`src/rtl/wg_pkg.sv`:
```
package wg_pkg;
  typedef enum logic [1:0] {
    SZ_BYTE = 2'd0,
    SZ_HALF = 2'd1,
    SZ_WORD = 2'd2,
    SZ_WALT = 2'd3
  } st_size_e;

  function automatic logic [2:0] size_to_bytes(input logic [1:0] sz);
    case (sz)
      2'd0:    return 3'd1;
      2'd1:    return 3'd2;
      default: return 3'd4;
    endcase
  endfunction
endpackage

```
`src/rtl/wg_gather.sv`:
```
module wg_gather #(
  parameter int CHUNK_BYTES = 32,
  parameter int OFF_W       = 5
) (
  input  logic                     clk,
  input  logic                     rst_n,
  input  logic                     acc,
  input  logic [31:0]              data,
  input  logic [2:0]               nbytes,
  output logic                     fire,
  output logic [CHUNK_BYTES*8-1:0] chunk
);
  localparam int CW    = CHUNK_BYTES * 8;
  localparam int SUM_W = OFF_W + 1;

  logic [CW-1:0]    buf_q, buf_n, cur_c, ovf_c;
  logic [OFF_W-1:0] fill_q, fill_n;
  logic [SUM_W-1:0] sum_c;
  logic             en;

  always_comb begin
    int       pos;
    int       src;
    logic [7:0] byt;
    cur_c = buf_q;
    ovf_c = '0;
    pos   = 0;
    src   = 0;
    byt   = '0;
    sum_c = SUM_W'(fill_q) + SUM_W'(nbytes);
    for (int i = 0; i < 4; i++) begin
      if (i < int'(nbytes)) begin
        src = int'(nbytes) - 1 - i;
        byt = data[src*8 +: 8];
        pos = int'(fill_q) + i;
        if (pos < CHUNK_BYTES) cur_c[(CHUNK_BYTES-1-pos)*8 +: 8] = byt;
        else                   ovf_c[(2*CHUNK_BYTES-1-pos)*8 +: 8] = byt;
      end
    end
  end

  assign fire  = acc && (sum_c >= SUM_W'(CHUNK_BYTES));
  assign chunk = cur_c;
  assign en    = acc;

  always_comb begin
    buf_n  = buf_q;
    fill_n = fill_q;
    if (en) begin
      buf_n  = fire ? ovf_c : cur_c;
      fill_n = sum_c[OFF_W-1:0];
    end
  end

  always_ff @(posedge clk or negedge rst_n) begin
    if (!rst_n) begin
      buf_q  <= '0;
      fill_q <= '0;
    end else if (en) begin
      buf_q  <= buf_n;
      fill_q <= fill_n;
    end
  end


  gather_hold_chk: assert property (@(posedge clk) disable iff (!rst_n)
    !acc |=> ($stable(fill_q) && $stable(buf_q)));
endmodule

```
`src/rtl/wg_ptr.sv`:
```
module wg_ptr #(
  parameter int ADDR_W = 27,
  parameter int OFF_W  = 5
) (
  input  logic                    clk,
  input  logic                    rst_n,
  input  logic                    wr_base,
  input  logic                    wr_top,
  input  logic                    wr_wptr,
  input  logic [ADDR_W-OFF_W-1:0] wfield,
  input  logic                    commit,
  input  logic                    port_acc,
  output logic [ADDR_W-OFF_W-1:0] base,
  output logic [ADDR_W-OFF_W-1:0] top,
  output logic [ADDR_W-OFF_W-1:0] wp,
  output logic                    flag
);
  localparam int FW = ADDR_W - OFF_W;

  logic [FW-1:0] base_q, top_q, wp_q, base_n, top_n, wp_n;
  logic          flag_q, flag_n, wrap_c;

  assign wrap_c = commit && (wp_q >= top_q);

  always_comb begin
    base_n = wr_base ? wfield : base_q;
    top_n  = wr_top  ? wfield : top_q;
    wp_n   = wp_q;
    if (commit)       wp_n = wrap_c ? base_q : wp_q + FW'(1);
    else if (wr_wptr) wp_n = wfield;
    flag_n = flag_q;
    if (wrap_c)                   flag_n = 1'b1;
    else if (port_acc || wr_wptr) flag_n = 1'b0;
  end

  always_ff @(posedge clk or negedge rst_n) begin
    if (!rst_n) begin
      base_q <= '0;
      top_q  <= '0;
      wp_q   <= '0;
      flag_q <= 1'b0;
    end else begin
      if (wr_base)           base_q <= base_n;
      if (wr_top)            top_q  <= top_n;
      if (commit || wr_wptr) wp_q   <= wp_n;
      flag_q <= flag_n;
    end
  end

  assign base = base_q;
  assign top  = top_q;
  assign wp   = wp_q;
  assign flag = flag_q;


  ptr_step_chk: assert property (@(posedge clk) disable iff (!rst_n)
    (commit && !wrap_c) |=> (wp_q == $past(wp_q) + FW'(1)));

  ptr_reload_chk: assert property (@(posedge clk) disable iff (!rst_n)
    wrap_c |=> (wp_q == $past(base_q)));

  wrap_set_chk: assert property (@(posedge clk) disable iff (!rst_n)
    wrap_c |=> flag_q);

  wrap_clear_chk: assert property (@(posedge clk) disable iff (!rst_n)
    (port_acc && !commit) |=> !flag_q);
endmodule

```
`src/rtl/wg_fifo_writer.sv`:
```
module wg_fifo_writer
  import wg_pkg::*;
#(
  parameter int          CHUNK_BYTES = 32,
  parameter int          ADDR_W      = 27,
  parameter logic [31:0] PORT_ADDR   = 32'h0000_2000,
  parameter logic [31:0] BASE_REG    = 32'h0000_1000,
  parameter logic [31:0] TOP_REG     = 32'h0000_1004,
  parameter logic [31:0] WPTR_REG    = 32'h0000_1008
) (
  input  logic                     clk,
  input  logic                     rst_n,
  input  logic                     st_valid,
  input  logic [31:0]              st_addr,
  input  logic [31:0]              st_data,
  input  logic [1:0]               st_size,
  output logic                     st_ready,
  output logic                     byp_valid,
  output logic [31:0]              byp_addr,
  output logic [31:0]              byp_data,
  output logic [1:0]               byp_size,
  output logic                     mem_valid,
  output logic [31:0]              mem_addr,
  output logic [CHUNK_BYTES*8-1:0] mem_data,
  input  logic                     mem_ready,
  output logic [31:0]              cfg_base,
  output logic [31:0]              cfg_top,
  output logic [31:0]              wptr_o
);
  localparam int OFF_W = $clog2(CHUNK_BYTES);
  localparam int FW    = ADDR_W - OFF_W;
  localparam int HI_W  = 31 - ADDR_W;
  localparam int CW    = CHUNK_BYTES * 8;

  logic          is_port, is_base, is_top, is_wptr, is_reg;
  logic          port_acc, reg_acc, commit, g_fire;
  logic [CW-1:0] g_chunk, chunk_q, chunk_n;
  logic          pend_q, pend_n;
  logic [FW-1:0] base_f, top_f, wp_f;
  logic          wflag;

  assign is_port = (st_addr == PORT_ADDR);
  assign is_base = (st_addr == BASE_REG);
  assign is_top  = (st_addr == TOP_REG);
  assign is_wptr = (st_addr == WPTR_REG);
  assign is_reg  = is_base || is_top || is_wptr;

  assign commit = pend_q && mem_ready;

  always_comb begin
    if (is_port)     st_ready = !pend_q || mem_ready;
    else if (is_reg) st_ready = !pend_q;
    else             st_ready = 1'b1;
  end

  assign port_acc = st_valid && is_port && st_ready;
  assign reg_acc  = st_valid && is_reg && !pend_q;

  assign byp_valid = st_valid && !is_port && !is_reg;
  assign byp_addr  = st_addr;
  assign byp_data  = st_data;
  assign byp_size  = st_size;

  wg_gather #(.CHUNK_BYTES(CHUNK_BYTES), .OFF_W(OFF_W)) u_gather (
    .clk    (clk),
    .rst_n  (rst_n),
    .acc    (port_acc),
    .data   (st_data),
    .nbytes (size_to_bytes(st_size)),
    .fire   (g_fire),
    .chunk  (g_chunk)
  );

  wg_ptr #(.ADDR_W(ADDR_W), .OFF_W(OFF_W)) u_ptr (
    .clk      (clk),
    .rst_n    (rst_n),
    .wr_base  (reg_acc && is_base),
    .wr_top   (reg_acc && is_top),
    .wr_wptr  (reg_acc && is_wptr),
    .wfield   (st_data[ADDR_W-1:OFF_W]),
    .commit   (commit),
    .port_acc (port_acc),
    .base     (base_f),
    .top      (top_f),
    .wp       (wp_f),
    .flag     (wflag)
  );

  always_comb begin
    pend_n  = pend_q;
    chunk_n = chunk_q;
    if (g_fire) begin
      pend_n  = 1'b1;
      chunk_n = g_chunk;
    end else if (commit) begin
      pend_n  = 1'b0;
    end
  end

  always_ff @(posedge clk or negedge rst_n) begin
    if (!rst_n) begin
      pend_q  <= 1'b0;
      chunk_q <= '0;
    end else begin
      pend_q <= pend_n;
      if (g_fire) chunk_q <= chunk_n;
    end
  end

  assign mem_valid = pend_q;
  assign mem_data  = chunk_q;
  assign mem_addr  = {{(32-ADDR_W){1'b0}}, wp_f, {OFF_W{1'b0}}};
  assign cfg_base  = {{(32-ADDR_W){1'b0}}, base_f, {OFF_W{1'b0}}};
  assign cfg_top   = {{(32-ADDR_W){1'b0}}, top_f, {OFF_W{1'b0}}};
  assign wptr_o    = {{HI_W{1'b0}}, wflag, wp_f, {OFF_W{1'b0}}};


  burst_hold_chk: assert property (@(posedge clk) disable iff (!rst_n)
    (mem_valid && !mem_ready) |=> (mem_valid && $stable(mem_data) && $stable(mem_addr)));

  fire_issue_chk: assert property (@(posedge clk) disable iff (!rst_n)
    g_fire |=> mem_valid);

  bypass_quiet_chk: assert property (@(posedge clk) disable iff (!rst_n)
    (byp_valid && !commit) |=> $stable(wptr_o));
endmodule

```
`config.mk`:
```
export PLATFORM = sky130hd
export DESIGN_NAME = wg_fifo_writer
export DESIGN_NICKNAME = d
export VERILOG_FILES = /design/src/rtl/wg_pkg.sv /design/src/rtl/wg_gather.sv /design/src/rtl/wg_ptr.sv /design/src/rtl/wg_fifo_writer.sv
export SDC_FILE = /design/constraint.sdc
export NUM_CORES = 2
export LEC_CHECK = 0
export ABC_CLOCK_PERIOD_IN_PS = 16500
export BUFFER_PORTS_ARGS = -buffer_cell sky130_fd_sc_hd__buf_2
export CAP_MARGIN = 0
export CORE_ASPECT_RATIO = 1.1
export CORE_UTILIZATION = 29
export DETAILED_ROUTE_END_ITERATION = 8
export HOLD_SLACK_MARGIN = 0.02
export PLACE_DENSITY_LB_ADDON = 0.05
export SKIP_CTS_REPAIR_TIMING = 1
export SYNTH_ARGS = -nofsm -noshare
export SYNTH_HDL_FRONTEND = slang
export SYNTH_HIERARCHICAL = 1
export SYNTH_SLANG_ARGS = --single-unit
```
`constraint.sdc`:
```
create_clock -name clk -period 16.5 [get_ports clk]
set_clock_uncertainty 0.15 [all_clocks]
set_input_delay 3.3 -clock clk [delete_from_list [all_inputs] [get_ports clk]]
set_output_delay 3.3 -clock clk [all_outputs]
set_load 0.005 [all_outputs]
```
# ---- After elaboration in Yosys (flattened, before gate mapping)
# Cells that the tools add are included.
dict set report op_classes {
  addsub 25
  n_lt_le_gt_ge 10
  eq_ne 5
  shift 20
  muxes 34
  n_bitwise 1
  n_reduce_logical 25
}
# cell count
set ops {}
lappend ops {{256-bit two-way mux} 17}
lappend ops {{8-bit by 33-bit variable shift with 256-bit output, first input constant} 8}
lappend ops {{8-bit by 33-bit indexed part select with 256-bit output} 8}
lappend ops {{256-bit bitwise mux} 7}
lappend ops {{32-bit negation with 33-bit output} 8}
lappend ops {{256-bit AND} 1}
lappend ops {{32-bit by 32-bit indexed part select with 8-bit output} 4}
lappend ops {{32-bit by 13-bit equality test with 1-bit output, second input constant} 3}
lappend ops {{32-bit by 7-bit less-than comparator with 1-bit output, second input constant} 3}
lappend ops {{6-bit by 29-bit subtractor with 29-bit output, first input constant} 3}
lappend ops {{7-bit by 29-bit subtractor with 29-bit output, first input constant} 3}
lappend ops {{22-bit two-way mux} 3}
lappend ops {{29-bit by 3-bit subtractor with 29-bit output, second input constant} 2}
lappend ops {{32-bit by 14-bit equality test with 1-bit output, second input constant} 1}
lappend ops {{29-bit by 2-bit subtractor with 29-bit output, second input constant} 1}
lappend ops {{22-bit by 1-bit adder with 22-bit output, second input constant} 1}
lappend ops {{22-bit greater-or-equal comparator} 1}
lappend ops {{5-bit by 2-bit adder with 6-bit output, second input constant} 2}
lappend ops {{1-bit logical AND} 12}
lappend ops {{6-bit by 5-bit subtractor with 7-bit output, first input constant} 1}
lappend ops {{5-bit by 1-bit adder with 6-bit output, second input constant} 1}
lappend ops {{5-bit by 3-bit adder with 6-bit output} 1}
lappend ops {{6-bit greater-or-equal comparator, second input constant} 1}
lappend ops {{1-bit by 3-bit less-than comparator with 1-bit output, first input constant} 2}
lappend ops {{12 further kinds} 26}
dict set report totals {
  regBits 585
  inputBits 70
  output_inout_bits 453
  elab_cells 128
}

# ---- Depth between registers and ports, before layout
dict set report logic_depth {
  ltp_word 18
  depth_mapped 23
  mapped_depth_nobuf 17
}

# ---- Hierarchy
# Netlist, hierarchy kept.
# mod instances cells_each area_per_inst_um2 seq_area_each_um2
set modules_own_cells {}
lappend modules_own_cells {wg_gather 1 4048 29549.6 6531.3}
lappend modules_own_cells {wg_fifo_writer 1 706 10631.4 6431.2}
lappend modules_own_cells {wg_ptr 1 388 3883.7 1676.6}

# ---- Worst setup path after synthesis
# No wires, ideal clock.
dict set report synth_timing {
  path_type {input-to-output}
  startpoint {in st_addr[3]}
  endpoint {out st_ready}
  t_arrival_ps 4058
  required_ps 13050
  setup_slack_ps 8992
  path_stages 4
  path_buffers 0
  path_cell_list {or3b_4 o21a_1 o22ai_1 nand3_1}
}
dict set report synth_via {
  elab_chain_cells 5
  elab_cells_between_ends 8
  cone_classes {eq/ne: 4; mux: 2; reduce/logical: 2}
}
# element line
set synth_rtl {}
lappend synth_rtl {{from (decl)} wg_fifo_writer.sv:14} ;# input logic [31:0] st_addr,
lappend synth_rtl {{32-bit by 13-bit equality test with 1-bit output (on tied branches)} {wg_fifo_writer.sv:43, wg_fifo_writer.sv:44}}
lappend synth_rtl {{1-bit logical OR (2 in a row)} wg_fifo_writer.sv:46} ;# assign is_reg = is_base || is_top || is_wptr;
lappend synth_rtl {{1-bit two-way mux} wg_fifo_writer.sv:52} ;# else if (is_reg) st_ready = !pend_q;
lappend synth_rtl {{1-bit two-way mux (*)} wg_fifo_writer.sv:51} ;# if (is_port) st_ready = !pend_q || mem_ready;
lappend synth_rtl {{to (decl)} wg_fifo_writer.sv:17} ;# output logic st_ready,
# Mark *: on every way between the ends. The rest lies on a longest branch, timed or not.

# ---- Worst setup path in the final report
dict set report layout_timing {
  startpoint {in st_size[1]}
  endpoint {reg u_gather.buf_q[149]}
}
dict set report layout_via {
  elab_chain_cells 18
  elab_cells_between_ends 51
  cone_classes {add/sub: 5; order compare: 5; eq/ne: 1; shift: 12; mux: 25; bitwise: 1; reduce/logical: 2}
}
# element line
set layout_rtl {}
lappend layout_rtl {{from (decl)} wg_fifo_writer.sv:16} ;# input logic [1:0] st_size,
lappend layout_rtl {{2-bit by 1-bit equality test with 1-bit output / 2-bit logical NOT (equally long branches)} wg_pkg.sv:10} ;# case (sz)
lappend layout_rtl {{3-bit one-hot mux with 2 select lines (*)} wg_pkg.sv:10}
lappend layout_rtl {{branches (longest 14 deep; another with 29-bit by 2-bit subtractor with 29-bit output)} -}
lappend layout_rtl {{256-bit two-way mux (*)} wg_gather.sv:32} ;# if (i < int'(nbytes)) begin
lappend layout_rtl {{via chunk_n[149]} wg_fifo_writer.sv:37} ;# logic [CW-1:0] g_chunk, chunk_q, chunk_n;
lappend layout_rtl {{256-bit two-way mux (*)} wg_gather.sv:50} ;# buf_n = fire ? ovf_c : cur_c;
lappend layout_rtl {{to (signal assigned)} wg_gather.sv:60} ;# buf_q <= buf_n;
lappend layout_rtl {{to (decl)} wg_gather.sv:16} ;# logic [CW-1:0] buf_q, buf_n, cur_c, ovf_c;
# Mark *: on every way through the listed nets, which the timed path passes.
# A chain may end at the register's enable or synchronous reset.

==> impl_metrics.yaml <==
outcome:
  status: "complete, but fails checks"
  failed_checks: "max-capacitance violations, max-slew violations"
setup_path:
  worstReg2RegEnd: "mem_data[71]"
  cp_top_family: "simple AND/OR/NAND/NOR gates"
  cp.depth: 14
  endpoint_kind: "flop"
  cp_max_fo: 64
  critPathLaunch: "st_size[1]"
  worst_r2r_path_depth: 16
  critPathSlowestCell: "nand2_1"
  crit_top_cell: "ha_1"
  critPathBufInv: 3
  cpPeakStageDelay_ns: 0.85
  cp-endpoint: "u_gather/buf_q[149]"
  arrival_ns: 9.43
  path_cells: "buf_2 -> nor2_4 -> buf_4 -> inv_1 -> ha_2 -> ha_1 -> ha_1 -> or3_1 -> a211oi_2 -> o21ai_1 -> nor2b_1 -> nand2_1 -> o22ai_1 -> a221o_1"
  reg2reg_from: "u_gather/fill_q[0]"
  rrSetupSlack_ns: 8.72
  required_ns: 17.01
  start_kind: "primary input"
  crit_type: "in -> reg"
die:
  row_count: 149
  initial_core_util: 0.293
  die_w_um: 374
  core_area_mm2: 0.150
  ios: 523
  die_h_um: 411
  die_area_mm2: 0.154
clock_network:
  clk_pin_slew_ns: 0.06
  clock_sinks: 585
  cts_max_level: 3
  tritoncts: "done"
  cts_buffer_depth: 3
  clk_latency_ns: 0.74
  cts_root_buf: "clkbuf_16"
  cts_buffers: 79
timing:
  report.final.hold_viol_count: 0
  setup_slack_ns: 7.59
  slew_viol_final: 1
  finalSetupViolations: 0
  worst_slew_pin_slew_ns: 1.49
  clock.fmax_ghz: 0.112
  max-slew-margin-rel: -0.00133
  finalSetupTns_ns: 0
  post-route-period-util: 0.540
  grt_setup_unrepaired: "no"
  fin_crit_ns: 8.91
global_route:
  grt_pass1_vias: 46509
  grt_start_max_net_pins: 122
  antenna_found_initial: 36
  met3_usage: 0.118
  grt_use_met2: 0.562
  met1_usage: 0.489
  grt_first_pass_wirelength_um: 413000
  grt_busiest_layer: "met2"
  grt_util_all_layers: 0.387
  grt.overflow.total: 0
logic_synthesis:
  yosys_register_bits: 585
  synthArstFlopShare: 1.00
  syn_area_per_cell_um2: 8.57
  synth.distinct_cells: 121
  synth_area_mm2: 0.0441
  synth-seq-area-share: 0.332
  synth_flop_cell: "dfrtp_1"
  synth-edff-count: 0
  synthCells: 5142
  synth_top_cell_by_area: "dfrtp_1"
  synthTopCellsByArea: "dfrtp_1 (33%), mux2_2 (8.6%), mux2i_1 (5.2%)"
  ys_warn_count: 7
  yosys.area.top_type_share: 0.332
place:
  hpwl_um: 217000
  gp_congestion: 1.04
  port_buffers: 483
  pre_cts_ws_ns: 7.16
pwr:
  p_leak_uw: 0.0226
  internal_power_uw: 2720
  ir_worst_vdd_mv: 0.0654
  seq_power_share: 0.354
  power_switching_uw: 1330
  p_comb_frac: 0.156
  p_clk_frac: 0.490
  sw_frac_of_total: 0.328
  powerDensity_mw_per_mm2: 78.8
drt:
  drt_first_pass_iters: 7
  wl_per_cell_um: 41.2
  routed_wl_um: 307000
  via_per_inst: 6.60
  drt_iter0_drc: 6712
  drc: 0
  detailroute.via_count: 49255
  postRouteAntennaNets: 0
layout:
  multi_input_area_mm2: 0.0271
  num-fill-cells: 16024
  seqCellArea_mm2: 0.0146
  nets: 5552
  drive_gt1_frac: 0.252
  syn_to_final_growth_pct: 16.7
min_path:
  hp-start: "u_gather/buf_q[8]"
  hp-class: "reg -> reg"
run:
  drv_cap: 1
[state kept, by name (all words and copies together) (netlist names)]
name,count
u_gather/buf_q,256
u_ptr/flag,1
mem_data,256
u_ptr/top,22
u_ptr/wp,22
mem_valid,1
u_gather/fill_q,5
u_ptr/base,22
[power groups by stage]
stage               Combinational (µW)  Clock, µW  Sequential, µW
global placement                   579          0            1460
finish                             633       1980            1430
CTS                                579       2020            1430
detailed placement                 578          0            1460
global route                       602       2080            1430
floorplan                          195          0            1460
[routing by layer]
layer / vias up / wire length [µm] / part of all wire
met5: - / 216 / 0.00070
met4: 32 / 24900 / 0.081
met3: 1033 / 33300 / 0.11
met2: 3619 / 127000 / 0.41
met1: 24772 / 122000 / 0.40
li1: 19799 / - / -
[cells by family (layout without fill, tap and decap cells)]
family,after synthesis,in the layout,share of synthesized area
flip-flops,585,585,0.332
multiplexers,573,573,0.142
AO/OA/AOI/OAI,1561,1561,0.246
AND/OR/NAND/NOR,1724,1724,0.187
adder cells (fa/ha/maj),60,60,0.0172
buffers and inverters,597,903,0.0662
other,1,53,0.0000851
XOR/XNOR,41,41,0.0103
[area by class of cell]
class	instances	share of cell area
diodes	14	0.000682
clock buffers	105	0.0435
clock inverters	40	0.0129
inverters	60	0.00467
multi-input cells	3998	0.527
flip-flops and latches	585	0.285
well taps	1963	0.0478
repair buffers	698	0.0791
[synth_stat cells (16+ instances only)]
library cell and number:
o31ai_1 49, xor2_1 17, mux2_2 335, nor3_1 180, o211ai_1 63, or2_2 25
and2_1 28, nor2_1 455, a211o_1 21, nor2b_1 48, a21oi_1 298, a21o_1 22
dfrtp_1 585, o21ai_0 258, buf_1 16, a22oi_1 68, buf_2 114, o21ai_1 34
and3_1 34, a211oi_1 164, clkbuf_1 267, buf_4 136, a221o_1 51, a32oi_1 17
mux2i_1 231, o311ai_0 22, nand4_1 53, nand3_1 158, ha_1 59, a31o_2 22
or3_1 30, nor4_1 45, nor3_2 18, nand2b_1 18, o22ai_1 122, nand2_1 551
a31oi_1 61, inv_1 55, o311a_1 16, a22o_1 46, o221ai_1 33, a2bb2oi_1 16
a221oi_1 19, o32ai_1 16, o2bb2ai_1 19
[worst min-delay path, stage by stage (launching register included)]
cell and delay [ns]:
dfrtp_1 0.34, nand2_1 0.05, o221ai_1 0.06
[layout by cell type (no fill, tap or decap), types with 46 or more instances in the layout]
master / Yosys / layout
buf_2: 114 / 482
o211ai_1: 63 / 63
dfrtp_1: 585 / 584
nand4_1: 53 / 53
inv_1: 55 / 54
a31oi_1: 61 / 61
o31ai_1: 49 / 49
a22oi_1: 68 / 67
ha_1: 59 / 58
nand2_1: 551 / 542
a21oi_1: 298 / 295
o21ai_0: 258 / 257
nand3_1: 158 / 150
mux2i_1: 231 / 231
a22o_1: 46 / 46
buf_4: 136 / 213
o22ai_1: 122 / 122
clkbuf_16: 0 / 79
nor3_1: 180 / 169
nor2_1: 455 / 442
a221o_1: 51 / 51
a211oi_1: 164 / 162
mux2_2: 335 / 335
[how the worst min path moves through the flow]
stage                               end  slack, ns  cells past startpoint
floorplan           u_gather/buf_q[115]       0.29                      2
global placement      u_gather/buf_q[8]       0.32                      2
detailed placement  u_gather/buf_q[115]       0.32                      2
CTS                   u_gather/buf_q[8]       0.34                      2
global route          u_gather/buf_q[8]       0.35                      2
finish                u_gather/buf_q[8]       0.34                      2
[per-stage QoR]
step / instance area, µm² / hold WS [ns] / utilization / instances / total power (µW)
2_1_floorplan: 44200 / 0.293 / - / 5180 / 1660
3_3_place_gp: 48500 / 0.319 / 0.322 / 7304 / 2040
3_5_place_dp: 48500 / 0.320 / 0.322 / 7304 / 2040
4_1_cts: 51400 / 0.337 / 0.341 / 7449 / 4030
5_1_grt: 51400 / 0.355 / 0.341 / 7450 / 4110
6_report: 51400 / 0.338 / 0.342 / 7463 / 4050
Note: power is estimated with default switching activity, not from simulation.
